## config.mk

```make
export PLATFORM = sky130hd
export DESIGN_NAME = regfile_2r1w
export DESIGN_NICKNAME = d
export VERILOG_FILES = /design/src/rtl/rf_pkg.sv /design/src/rtl/rf_id_decode.sv /design/src/rtl/rf_write_ctrl.sv /design/src/rtl/rf_bank.sv /design/src/rtl/rf_read_port.sv /design/src/rtl/regfile_2r1w.sv
export SDC_FILE = /design/constraint.sdc
export NUM_CORES = 1
export LEC_CHECK = 0
export BUFFER_PORTS_ARGS = -buffer_cell sky130_fd_sc_hd__buf_2
export CELL_PAD_IN_SITES_DETAIL_PLACEMENT = 0
export CELL_PAD_IN_SITES_GLOBAL_PLACEMENT = 1
export CORE_MARGIN = 4
export CORE_UTILIZATION = 50
export CTS_CLUSTER_DIAMETER = 80
export DETAILED_ROUTE_END_ITERATION = 8
export GPL_TIMING_DRIVEN = 1
export PLACE_DENSITY = 0.85
export SLEW_MARGIN = 20
export SYNTH_ARGS = -nofsm -noshare
export SYNTH_HDL_FRONTEND = slang
export SYNTH_SLANG_ARGS = --single-unit
```

## constraint.sdc

```tcl
create_clock -name clk -period 4.9 [get_ports clk]
set_clock_uncertainty 0.2 [all_clocks]
set_input_delay 0.98 -clock clk [delete_from_list [all_inputs] [get_ports clk]]
set_output_delay 0.98 -clock clk [all_outputs]
set_load 0.01 [all_outputs]
```

## src/rtl/rf_pkg.sv

```systemverilog
`timescale 1ns/1ps
package rf_pkg;

    localparam int unsigned RF_DEF_WORD_W = 32;
    localparam int unsigned RF_DEF_NREGS  = 8;
    localparam int unsigned RF_DEF_ID_W   = 4;
    localparam int unsigned RF_NUM_RD     = 2;

    // what the write side does on the coming edge
    typedef enum logic [1:0] {
        WR_IDLE  = 2'd0,
        WR_STORE = 2'd1,
        WR_CLEAR = 2'd2
    } wr_action_e;

endpackage

```

## src/rtl/rf_id_decode.sv

```systemverilog
`timescale 1ns/1ps
module rf_id_decode #(
    parameter int unsigned ID_W     = 4,
    parameter int unsigned NUM_REGS = 8
) (
    input  logic [ID_W-1:0]     id,
    output logic                real_reg,
    output logic [NUM_REGS-1:0] onehot
);
    // ids at or above NUM_REGS name no register
    assign real_reg = (int'(id) < NUM_REGS);

    for (genvar g = 0; g < NUM_REGS; g++) begin : g_sel
        assign onehot[g] = real_reg && (int'(id) == g);
    end
endmodule

```

## src/rtl/rf_write_ctrl.sv

```systemverilog
`timescale 1ns/1ps
module rf_write_ctrl
    import rf_pkg::*;
#(
    parameter int unsigned ID_W     = 4,
    parameter int unsigned NUM_REGS = 8
) (
    input  logic                rst,
    input  logic [ID_W-1:0]     wr_id,
    output wr_action_e          action,
    output logic [NUM_REGS-1:0] wr_en,
    output logic                clr
);
    logic                wr_real;
    logic [NUM_REGS-1:0] wr_sel;

    rf_id_decode #(.ID_W(ID_W), .NUM_REGS(NUM_REGS)) u_wdec (
        .id       (wr_id),
        .real_reg (wr_real),
        .onehot   (wr_sel)
    );

    always_comb begin
        if (rst)          action = WR_CLEAR;
        else if (wr_real) action = WR_STORE;
        else              action = WR_IDLE;
    end

    assign wr_en = (action == WR_STORE) ? wr_sel : '0;
    assign clr   = (action == WR_CLEAR);
endmodule

```

## src/rtl/rf_bank.sv

```systemverilog
`timescale 1ns/1ps
module rf_bank #(
    parameter int unsigned WORD_W   = 32,
    parameter int unsigned NUM_REGS = 8
) (
    input  logic                             clk,
    input  logic                             clr,
    input  logic [NUM_REGS-1:0]              wr_en,
    input  logic [WORD_W-1:0]                wr_data,
    output logic [NUM_REGS-1:0][WORD_W-1:0]  regs
);
    for (genvar g = 0; g < NUM_REGS; g++) begin : g_reg
        always_ff @(posedge clk) begin
            if (clr)           regs[g] <= '0;
            else if (wr_en[g]) regs[g] <= wr_data;
        end
    end
endmodule

```

## src/rtl/rf_read_port.sv

```systemverilog
`timescale 1ns/1ps
module rf_read_port #(
    parameter int unsigned WORD_W   = 32,
    parameter int unsigned NUM_REGS = 8,
    parameter int unsigned ID_W     = 4
) (
    input  logic [NUM_REGS-1:0][WORD_W-1:0] regs,
    input  logic [ID_W-1:0]                 rd_id,
    output logic [WORD_W-1:0]               rd_data
);
    logic                rd_real;
    logic [NUM_REGS-1:0] rd_sel;

    rf_id_decode #(.ID_W(ID_W), .NUM_REGS(NUM_REGS)) u_rdec (
        .id       (rd_id),
        .real_reg (rd_real),
        .onehot   (rd_sel)
    );

    // AND-OR select: an empty one-hot (no register) yields zero
    always_comb begin
        rd_data = '0;
        for (int i = 0; i < NUM_REGS; i++) begin
            rd_data = rd_data | ({WORD_W{rd_sel[i] & rd_real}} & regs[i]);
        end
    end
endmodule

```

## src/rtl/regfile_2r1w.sv

```systemverilog
`timescale 1ns/1ps
module regfile_2r1w
    import rf_pkg::*;
#(
    parameter int unsigned WORD_W   = RF_DEF_WORD_W,
    parameter int unsigned NUM_REGS = RF_DEF_NREGS,
    parameter int unsigned ID_W     = RF_DEF_ID_W
) (
    input  logic              clk,
    input  logic              rst,
    input  logic [ID_W-1:0]   rd_a_id,
    output logic [WORD_W-1:0] rd_a_data,
    input  logic [ID_W-1:0]   rd_b_id,
    output logic [WORD_W-1:0] rd_b_data,
    input  logic [ID_W-1:0]   wr_id,
    input  logic [WORD_W-1:0] wr_data
);
    localparam int unsigned NUM_RD = RF_NUM_RD;

    wr_action_e                      action;
    logic [NUM_REGS-1:0]             wr_en;
    logic                            clr;
    logic [NUM_REGS-1:0][WORD_W-1:0] regs;
    logic [NUM_RD-1:0][ID_W-1:0]     rd_id;
    logic [NUM_RD-1:0][WORD_W-1:0]   rd_data;

    rf_write_ctrl #(.ID_W(ID_W), .NUM_REGS(NUM_REGS)) u_wctl (
        .rst    (rst),
        .wr_id  (wr_id),
        .action (action),
        .wr_en  (wr_en),
        .clr    (clr)
    );

    rf_bank #(.WORD_W(WORD_W), .NUM_REGS(NUM_REGS)) u_bank (
        .clk     (clk),
        .clr     (clr),
        .wr_en   (wr_en),
        .wr_data (wr_data),
        .regs    (regs)
    );

    assign rd_id[0]  = rd_a_id;
    assign rd_id[1]  = rd_b_id;
    assign rd_a_data = rd_data[0];
    assign rd_b_data = rd_data[1];

    for (genvar p = 0; p < NUM_RD; p++) begin : g_rd
        rf_read_port #(.WORD_W(WORD_W), .NUM_REGS(NUM_REGS), .ID_W(ID_W)) u_rp (
            .regs    (regs),
            .rd_id   (rd_id[p]),
            .rd_data (rd_data[p])
        );
    end

    logic unused_action;
    assign unused_action = ^action;
endmodule

```

Yosys cells after proc, flatten, opt, wreduce, memory -nomap -nowiden
Index checks and enable logic that the tools add are counted.
W data, S select, Z words.
{"block": "totals", "in_bits": 46, "wordCells": 110, "register_bits": 256, "output_inout_bits": 64}
{"block": "classes", "magnitude_cmp": 3, "n_eq_ne": 23, "mux": 3, "reduce_logical": 27, "bitwise_logic": 46}
{"operator": "$and A32 B32 Y32", "count": 16}
{"operator": "$or A32 B32 Y32", "count": 14}
{"operator": "$eq A4 B4 Y1 const B", "count": 12}
{"operator": "$eq A4 B3 Y1 const B", "count": 6}
{"operator": "$logic_and A1 B1 Y1", "count": 24}
{"operator": "$and A1 B1 Y1", "count": 16}
{"operator": "$eq A4 B2 Y1 const B", "count": 3}
{"operator": "$logic_not A4 Y1", "count": 3}
{"operator": "$lt A4 B4 Y1 const B", "count": 3}
{"operator": "$mux W8", "count": 1}
{"operator": "$eq A2 B1 Y1 const B", "count": 1}
{"operator": "$eq A2 B2 Y1 const B", "count": 1}
{"operator": "$mux W2", "count": 1}
{"operator": "$mux W1", "count": 1}

Logic depth before layout (Yosys ltp)
Gate-level depths: netlist (run 1).
{"block": "logic_depth", "ltp_word": 11, "mapped_depth": 7, "ltp_nobuf": 3}

Modules after synthesis
Synthesis (run 1) repeated with hierarchy kept, for this count alone.
{"block": "unflattened", "hier_cells": 1277, "area_unflattened_um2": 12744.7}
{"mod": "rf_bank", "area_per_inst_um2": 9521.6, "instances": 1, "cells_per_inst": 860, "seq_area_each_um2": 5124.9}
{"mod": "rf_read_port", "area_per_inst_um2": 1436.4, "instances": 2, "cells_per_inst": 188, "seq_area_each_um2": 0.0}
{"mod": "rf_id_decode", "area_per_inst_um2": 87.6, "instances": 3, "cells_per_inst": 10, "seq_area_each_um2": 0.0}
{"mod": "rf_write_ctrl", "area_per_inst_um2": 87.6, "instances": 1, "cells_per_inst": 11, "seq_area_each_um2": 0.0}

Worst setup path before layout (run 1)
Ideal clock, no wire load.
{"block": "synth_timing", "kind": "input -> output", "start": "input port rd_a_id[1]", "end": "output port rd_a_data[21]", "stages": 4, "slack_ns": 1.769, "t_arrival_ns": 1.951, "path_buffers": 2, "cell_sequence": "or3_1 clkbuf_1 clkbuf_1 o221ai_1"}
{"block": "synth_between", "elab_chain_cells": 11, "word_cells_on_any_way": 40, "classes_between": "order compare: 1; eq/ne: 7; bitwise: 23; reduce/logical: 9"}
{"element": "start: declaration", "line_no": "regfile_2r1w.sv:11", "source": "input logic [ID_W-1:0] rd_a_id,"}
{"element": "$lt A4 B4 Y1, or another cell as far along", "line_no": "rf_id_decode.sv:11", "source": "assign real_reg = (int'(id) < NUM_REGS);"}
{"element": "$logic_and A1 B1 Y1", "line_no": "rf_id_decode.sv:14", "source": "assign onehot[g] = real_reg && (int'(id) == g);"}
{"element": "$and A1 B1 Y1", "line_no": "rf_read_port.sv:24", "source": "rd_data = rd_data | ({WORD_W{rd_sel[i] & rd_real}} & regs[i]);"}
{"element": "$and A32 B32 Y32", "line_no": "rf_read_port.sv:24"}
{"element": "$or A32 B32 Y32 (6 in a row)", "line_no": "rf_read_port.sv:24"}
{"element": "$or A32 B32 Y32 *", "line_no": "rf_read_port.sv:24"}
{"element": "end: declaration", "line_no": "regfile_2r1w.sv:12", "source": "output logic [WORD_W-1:0] rd_a_data,"}
Every way passes the cells marked *; elsewhere a longest branch is shown, timed or not.

Final worst setup path (run 1)
{"block": "layout_timing", "start": "input port rd_b_id[1]", "end": "output port rd_b_data[27]"}
{"block": "layout_between", "elab_chain_cells": 11, "word_cells_on_any_way": 40, "classes_between": "order compare: 1; eq/ne: 7; bitwise: 23; reduce/logical: 9"}
{"element": "start: declaration", "line_no": "regfile_2r1w.sv:13", "source": "input logic [ID_W-1:0] rd_b_id,"}
{"element": "$lt A4 B4 Y1, or another cell as far along", "line_no": "rf_id_decode.sv:11"}
{"element": "$logic_and A1 B1 Y1", "line_no": "rf_id_decode.sv:14"}
{"element": "$and A1 B1 Y1", "line_no": "rf_read_port.sv:24"}
{"element": "$and A32 B32 Y32", "line_no": "rf_read_port.sv:24"}
{"element": "$or A32 B32 Y32 (6 in a row)", "line_no": "rf_read_port.sv:24"}
{"element": "$or A32 B32 Y32 *", "line_no": "rf_read_port.sv:24"}
{"element": "end: declaration", "line_no": "regfile_2r1w.sv:14", "source": "output logic [WORD_W-1:0] rd_b_data,"}
Marked as above.

==> results of run 1 <==
==> path summary, 6_finish.rpt <==
kind	from	endpoint	slack, ns	depth (start not counted)
max	rd_b_id[1]	rd_b_data[27]	0.91	6
min	u_bank.regs[156]	u_bank.regs[156]	0.29	2
max reg2reg	u_bank.regs[129]	u_bank.regs[129]	3.95	2
min reg2reg	u_bank.regs[156]	u_bank.regs[156]	0.29	2
==> routing by layer <==
| metal | wire length [µm] | track usage [%] | up-vias |
|---|---|---|---|
| met5 | 11 | 0 | - |
| met4 | 1531 | 10.15 | 2 |
| met2 | 21020 | 46.42 | 653 |
| met3 | 3841 | 4.587 | 110 |
| li1 | - | - | 6071 |
| met1 | 19590 | 38.83 | 6412 |
==> Yosys cell counts <==
cell	n	area share, %
nand2_1	3	0.081
dfxtp_1	256	37
buf_6	19	1.5
or2_2	1	0.045
nor3b_1	1	0.054
nand3b_1	2	0.11
mux2i_1	256	18
nor2_1	2	0.054
clkbuf_1	128	3.5
a21oi_1	256	9.2
nand3_1	256	9.2
and2_1	1	0.045
o221ai_1	64	4.0
or3b_4	1	0.081
nor2_2	1	0.045
or3_4	1	0.081
o21ai_1	38	1.4
or3_1	2	0.090
o21ai_0	218	7.8
nor3_1	1	0.036
buf_2	79	2.8
or3b_1	2	0.13
nand2b_1	2	0.090
o22a_1	64	4.0
clkbuf_2	3	0.11
nor2b_1	2	0.090
==> power by group <==
group          internal, mW  total (mW)  switching (mW)
combinational         0.132       0.489           0.357
clock                  1.27        2.13           0.863
sequential             2.11        2.13          0.0180
==> logic make-up after synthesis <==
kind of cell / Yosys count / share of synthesized area [%]
AOI/OAI and AO/OA: 640 / 26.50
buffers and inverters: 229 / 7.949
DFF: 256 / 36.87
muxes: 256 / 18.44
and+or+nand+nor: 278 / 10.24
==> cell type report <==
class | count | area (µm²)
clock inverters | 6 | 82.58
well taps | 372 | 465.4
clock buffers | 45 | 835.8
diodes | 1 | 2.502
flip-flops and latches | 256 | 5125
multi-input cells | 1174 | 7710
fillers | 2579 | 11940
repair buffers | 147 | 1015
==> worst max-delay path, cell delays in order <==
cell and delay, ns:
buf_2 0.12, or3b_1 0.72, buf_4 0.43, o22a_1 0.17, o221ai_1 0.16, buf_2 0.23
==> cells in the final DEF (no fill, tap or decap), types with 2 or more instances in the layout <==
cell type,Yosys,layout
a21oi_1,256,256
buf_12,0,13
buf_2,79,106
buf_4,0,25
buf_6,19,2
bufinv_16,0,2
clkbuf_1,128,11
clkbuf_16,0,29
clkbuf_8,0,6
clkinv_2,0,3
dfxtp_1,256,256
mux2i_1,256,256
nand2_1,3,2
nand2b_2,0,2
nand3_1,256,256
nand3b_1,2,2
nor2_1,2,2
nor2b_4,0,2
o21ai_0,218,218
o21ai_1,38,38
o221ai_1,64,64
o22a_1,64,64
==> stage by stage <==
step	hold WS (ns)	utilization, %	instances	power [mW]
after floorplan	0.2656	-	1659	2.499
after global placement	0.2723	52.67	1949	2.645
after detailed placement	0.2795	52.67	1949	2.648
after CTS	0.2879	56.05	2000	4.749
after global routing	0.3064	56.06	2001	4.881
final	0.2874	56.06	2001	4.744
==> flow_summary.yaml, run 1 <==
critical_path:
  critPathKind: "in2out"
  critPathMaxFanout: 17
  cp.required_ns: 3.72
  cp-start-kind: "input port"
  endpoint_kind: "output port"
  crit_arrival_ns: 2.81
floorplan:
  die_h_um: 174.7
  fp.coreArea_um2: 27180
  die_x_um: 174.7
  ios: 110
  start_util_pct: 51.15
  fp-row-count: 60
  die_area_um2: 30530
pwr:
  power.density_nw_per_um2: 311.4
  irDropWorstVdd_v: 0.0002616
  leakagePower_nw: 5.339
hold_path:
  holdCritPathClass: "reg2reg"
place:
  port_buffers: 109
  dp_slack_ns: 0.9219
  dp_hpwl_um: 25920
  place_congestion: 0.8081
  placed_cell_area_um2: 14310
sta:
  rsz0062_at_grt: "no"
  relSlewSlack_pct: 37.00
  tns_ns: 0
  worst_slack_ns: 0.9112
  fmax_mhz: 250.7
  setup_viol: 0
  fin_crit_sh_pct: 81.40
  drv_slew: 0
  tightest_slew_ns: 0.9427
  period_minus_slack_ns: 3.989
  final-hold-violation-count: 0
global_routing:
  grt_use_total_pct: 28.63
  grt_max_degree: 109
  grt_overflow_total: 0
  antenna_found_initial: 2
  first_global_vias: 12900
  grt_pass1_wl_um: 72590
routing:
  drt_pass1_iterations: 5
  postRouteAntennaNets: 0
  remaining_drc_errors: 0
  drt_first_iter_violations: 1601
  viasPerCell: 6.621
  routedWlPerCell_um: 22.99
  vias: 13250
  postRouteWirelength_um: 46000
synth:
  yosys_register_bits: 256
  syn-instance-count: 1659
  synth_cell_types: 26
  syn_area_um2: 13900
  yosysSeqAreaShare_pct: 36.87
  syn-num-nets: 1705
  syn_area_per_cell_um2: 8.378
  yosysWarnings: 0
cts:
  path_clk_slew_ns: 0.05
  cts_hold_buf: 0
  cts_tree: "done"
  clockRootBuffer: "clkbuf_16"
  cts_sinks: 256
  cts_resized: 0
  h-tree-depth: 1
  cts_setup_buffers: 0
  clock_latency_ns: 0.54
  numCtsBuffers: 29
  cts_buffer_depth: 3
final_layout:
  largest_reg_flops: 256
  largest_register: "u_bank.regs"
  finalNetCount: 1654
  drive_gt1_share_pct: 12.35
  largestRegisters: "u_bank.regs: 256 flops"
  syn_to_final_growth_pct: 9.614
  stdcell_area_um2: 15240
run_status:
  outcome: "finished clean"
job:
  cap_violations: 0
(Power assumes the default switching activity.)
==> run 2: changes to the inputs <==
CORE_UTILIZATION = 46   (was 50)
PLACE_DENSITY = 0.79   (was 0.85)
clock period = 3.95 ns   (was 4.9 ns; I/O delays follow)
==> flow_summary.yaml, run 2 (synthesis gave the netlist of run 1 again) <==
place:
  dp_slack_ns: 0.7039
  port_buffers: 109
  place_congestion: 0.7971
  dp_hpwl_um: 24650
  placed_cell_area_um2: 14370
global_routing:
  grt_max_degree: 129
  grt_overflow_total: 0
  grt_use_total_pct: 27.24
  antenna_found_initial: 2
  grt_pass1_wl_um: 74230
  first_global_vias: 12880
sta:
  period_minus_slack_ns: 3.277
  fin_crit_sh_pct: 82.97
  worst_hold_slack_ns: 0.2872
  rsz0062_at_grt: "no"
  relSlewSlack_pct: 29.42
  tightest_slew_ns: 1.059
  fmax_mhz: 305.1
  setup_viol: 0
  tns_ns: 0
  drv_slew: 0
  worst_slack_ns: 0.6726
  final-hold-violation-count: 0
pwr:
  p_clk_share_pct: 44.4
  power.density_nw_per_um2: 383.6
  sw_frac_of_total_pct: 26.14
  power.internal_mw: 4.326
  leakagePower_nw: 5.358
  power_switching_mw: 1.531
  irDropWorstVdd_v: 0.0002730
  share_comb_of_total_power_pct: 10.5
  p_seq_share_pct: 45.1
  total_power_mw: 5.857
cts:
  cts_resized: 0
  numCtsBuffers: 28
  clockRootBuffer: "clkbuf_16"
  h-tree-depth: 1
  clock_latency_ns: 0.54
  path_clk_slew_ns: 0.06
  cts_setup_buffers: 0
  cts_tree: "done"
  cts_buffer_depth: 3
  cts_sinks: 256
  cts_hold_buf: 0
routing:
  viasPerCell: 6.629
  drt_pass1_iterations: 7
  routedWlPerCell_um: 23.56
  postRouteWirelength_um: 47550
  postRouteAntennaNets: 0
  remaining_drc_errors: 0
  vias: 13380
  drt_first_iter_violations: 1550
critical_path:
  crit_path_top_delay_cell: "buf_4"
  critPathMaxFanout: 26
  cp.required_ns: 2.96
  worst-path-buf-inv: 3
  crit_arrival_ns: 2.29
  slowest_delay_ns: 0.36
  path_delay_family: "buffers and inverters"
  cp-start-kind: "input port"
  critPathKind: "in2out"
  cp_cell_sequence: "buf_6 -> buf_4 -> mux2i_1 -> o22a_1 -> o221ai_1 -> buf_2"
  endpoint_kind: "output port"
floorplan:
  start_util_pct: 46.77
  fp-row-count: 63
  fp.coreArea_um2: 29720
  ios: 110
  die_x_um: 181.8
  die_area_um2: 33060
  die_h_um: 181.8
final_layout:
  largest_reg_flops: 256
  largest_register: "u_bank.regs"
  final_cell_mix: "mux2i_1, nand3_1, a21oi_1, dfxtp_1, o21ai_0"
  syn_to_final_growth_pct: 9.839
  diodes: 0
  multi_input_area_um2: 7709
  largestRegisters: "u_bank.regs: 256 flops"
  finalNetCount: 1657
  stdcell_area_um2: 15270
  drive_gt1_share_pct: 12.41
  fillerInstances: 2805
  seq_area_um2: 5125
run_status:
  outcome: "finished clean"
job:
  cap_violations: 0
hold_path:
  holdCritPathClass: "reg2reg"
-- run 2: metal layers --
| metal | track usage (%) | up-vias | share of wire [%] |
|---|---|---|---|
| li1 | - | 6070 | - |
| met1 | 37.12 | 6573 | 43 |
| met2 | 44.65 | 616 | 46 |
| met3 | 3.926 | 115 | 7.1 |
| met4 | 8.676 | 4 | 3.0 |
| met5 | 0 | - | 0.057 |
-- run 2: power groups by stage --
stage | combinational [mW] | sequential (mW) | clock [mW]
6_report | 0.616 | 2.64 | 2.60
5_1_grt | 0.645 | 2.64 | 2.74
4_1_cts | 0.603 | 2.64 | 2.63
3_5_place_dp | 0.602 | 2.70 | 0
3_3_place_gp | 0.598 | 2.69 | 0
2_1_floorplan | 0.412 | 2.69 | 0
-- run 2: per-stage QoR --
step           util, %  std cells
2_1_floorplan        -       1659
3_3_place_gp     48.34       1971
3_5_place_dp     48.34       1971
4_1_cts          51.37       2018
5_1_grt          51.37       2018
6_report         51.37       2018
-- run 2: worst min-delay path, stage by stage, from the launching register on --
cell	delay (ns)
dfxtp_1	0.31
o21ai_0	0.07
a21oi_1	0.06
-- run 2: layout make-up --
| class | count | area share [%] |
|---|---|---|
| tap | 390 | 3.196 |
| sequential | 256 | 33.57 |
| timing repair buffer | 151 | 6.843 |
| multi-input combinational | 1174 | 50.49 |
| clock inverter | 2 | 0.2295 |
| clock buffer | 45 | 5.671 |
-- run 2: final timing paths --
check,slack [ns],from,cells past startpoint,endpoint
worst max-delay path,0.67,rd_a_id[0],6,rd_a_data[21]
worst min-delay path,0.29,u_bank.regs[27],2,u_bank.regs[27]
worst min register to register,0.29,u_bank.regs[27],2,u_bank.regs[27]
worst max register to register,3.02,u_bank.regs[208],2,u_bank.regs[208]
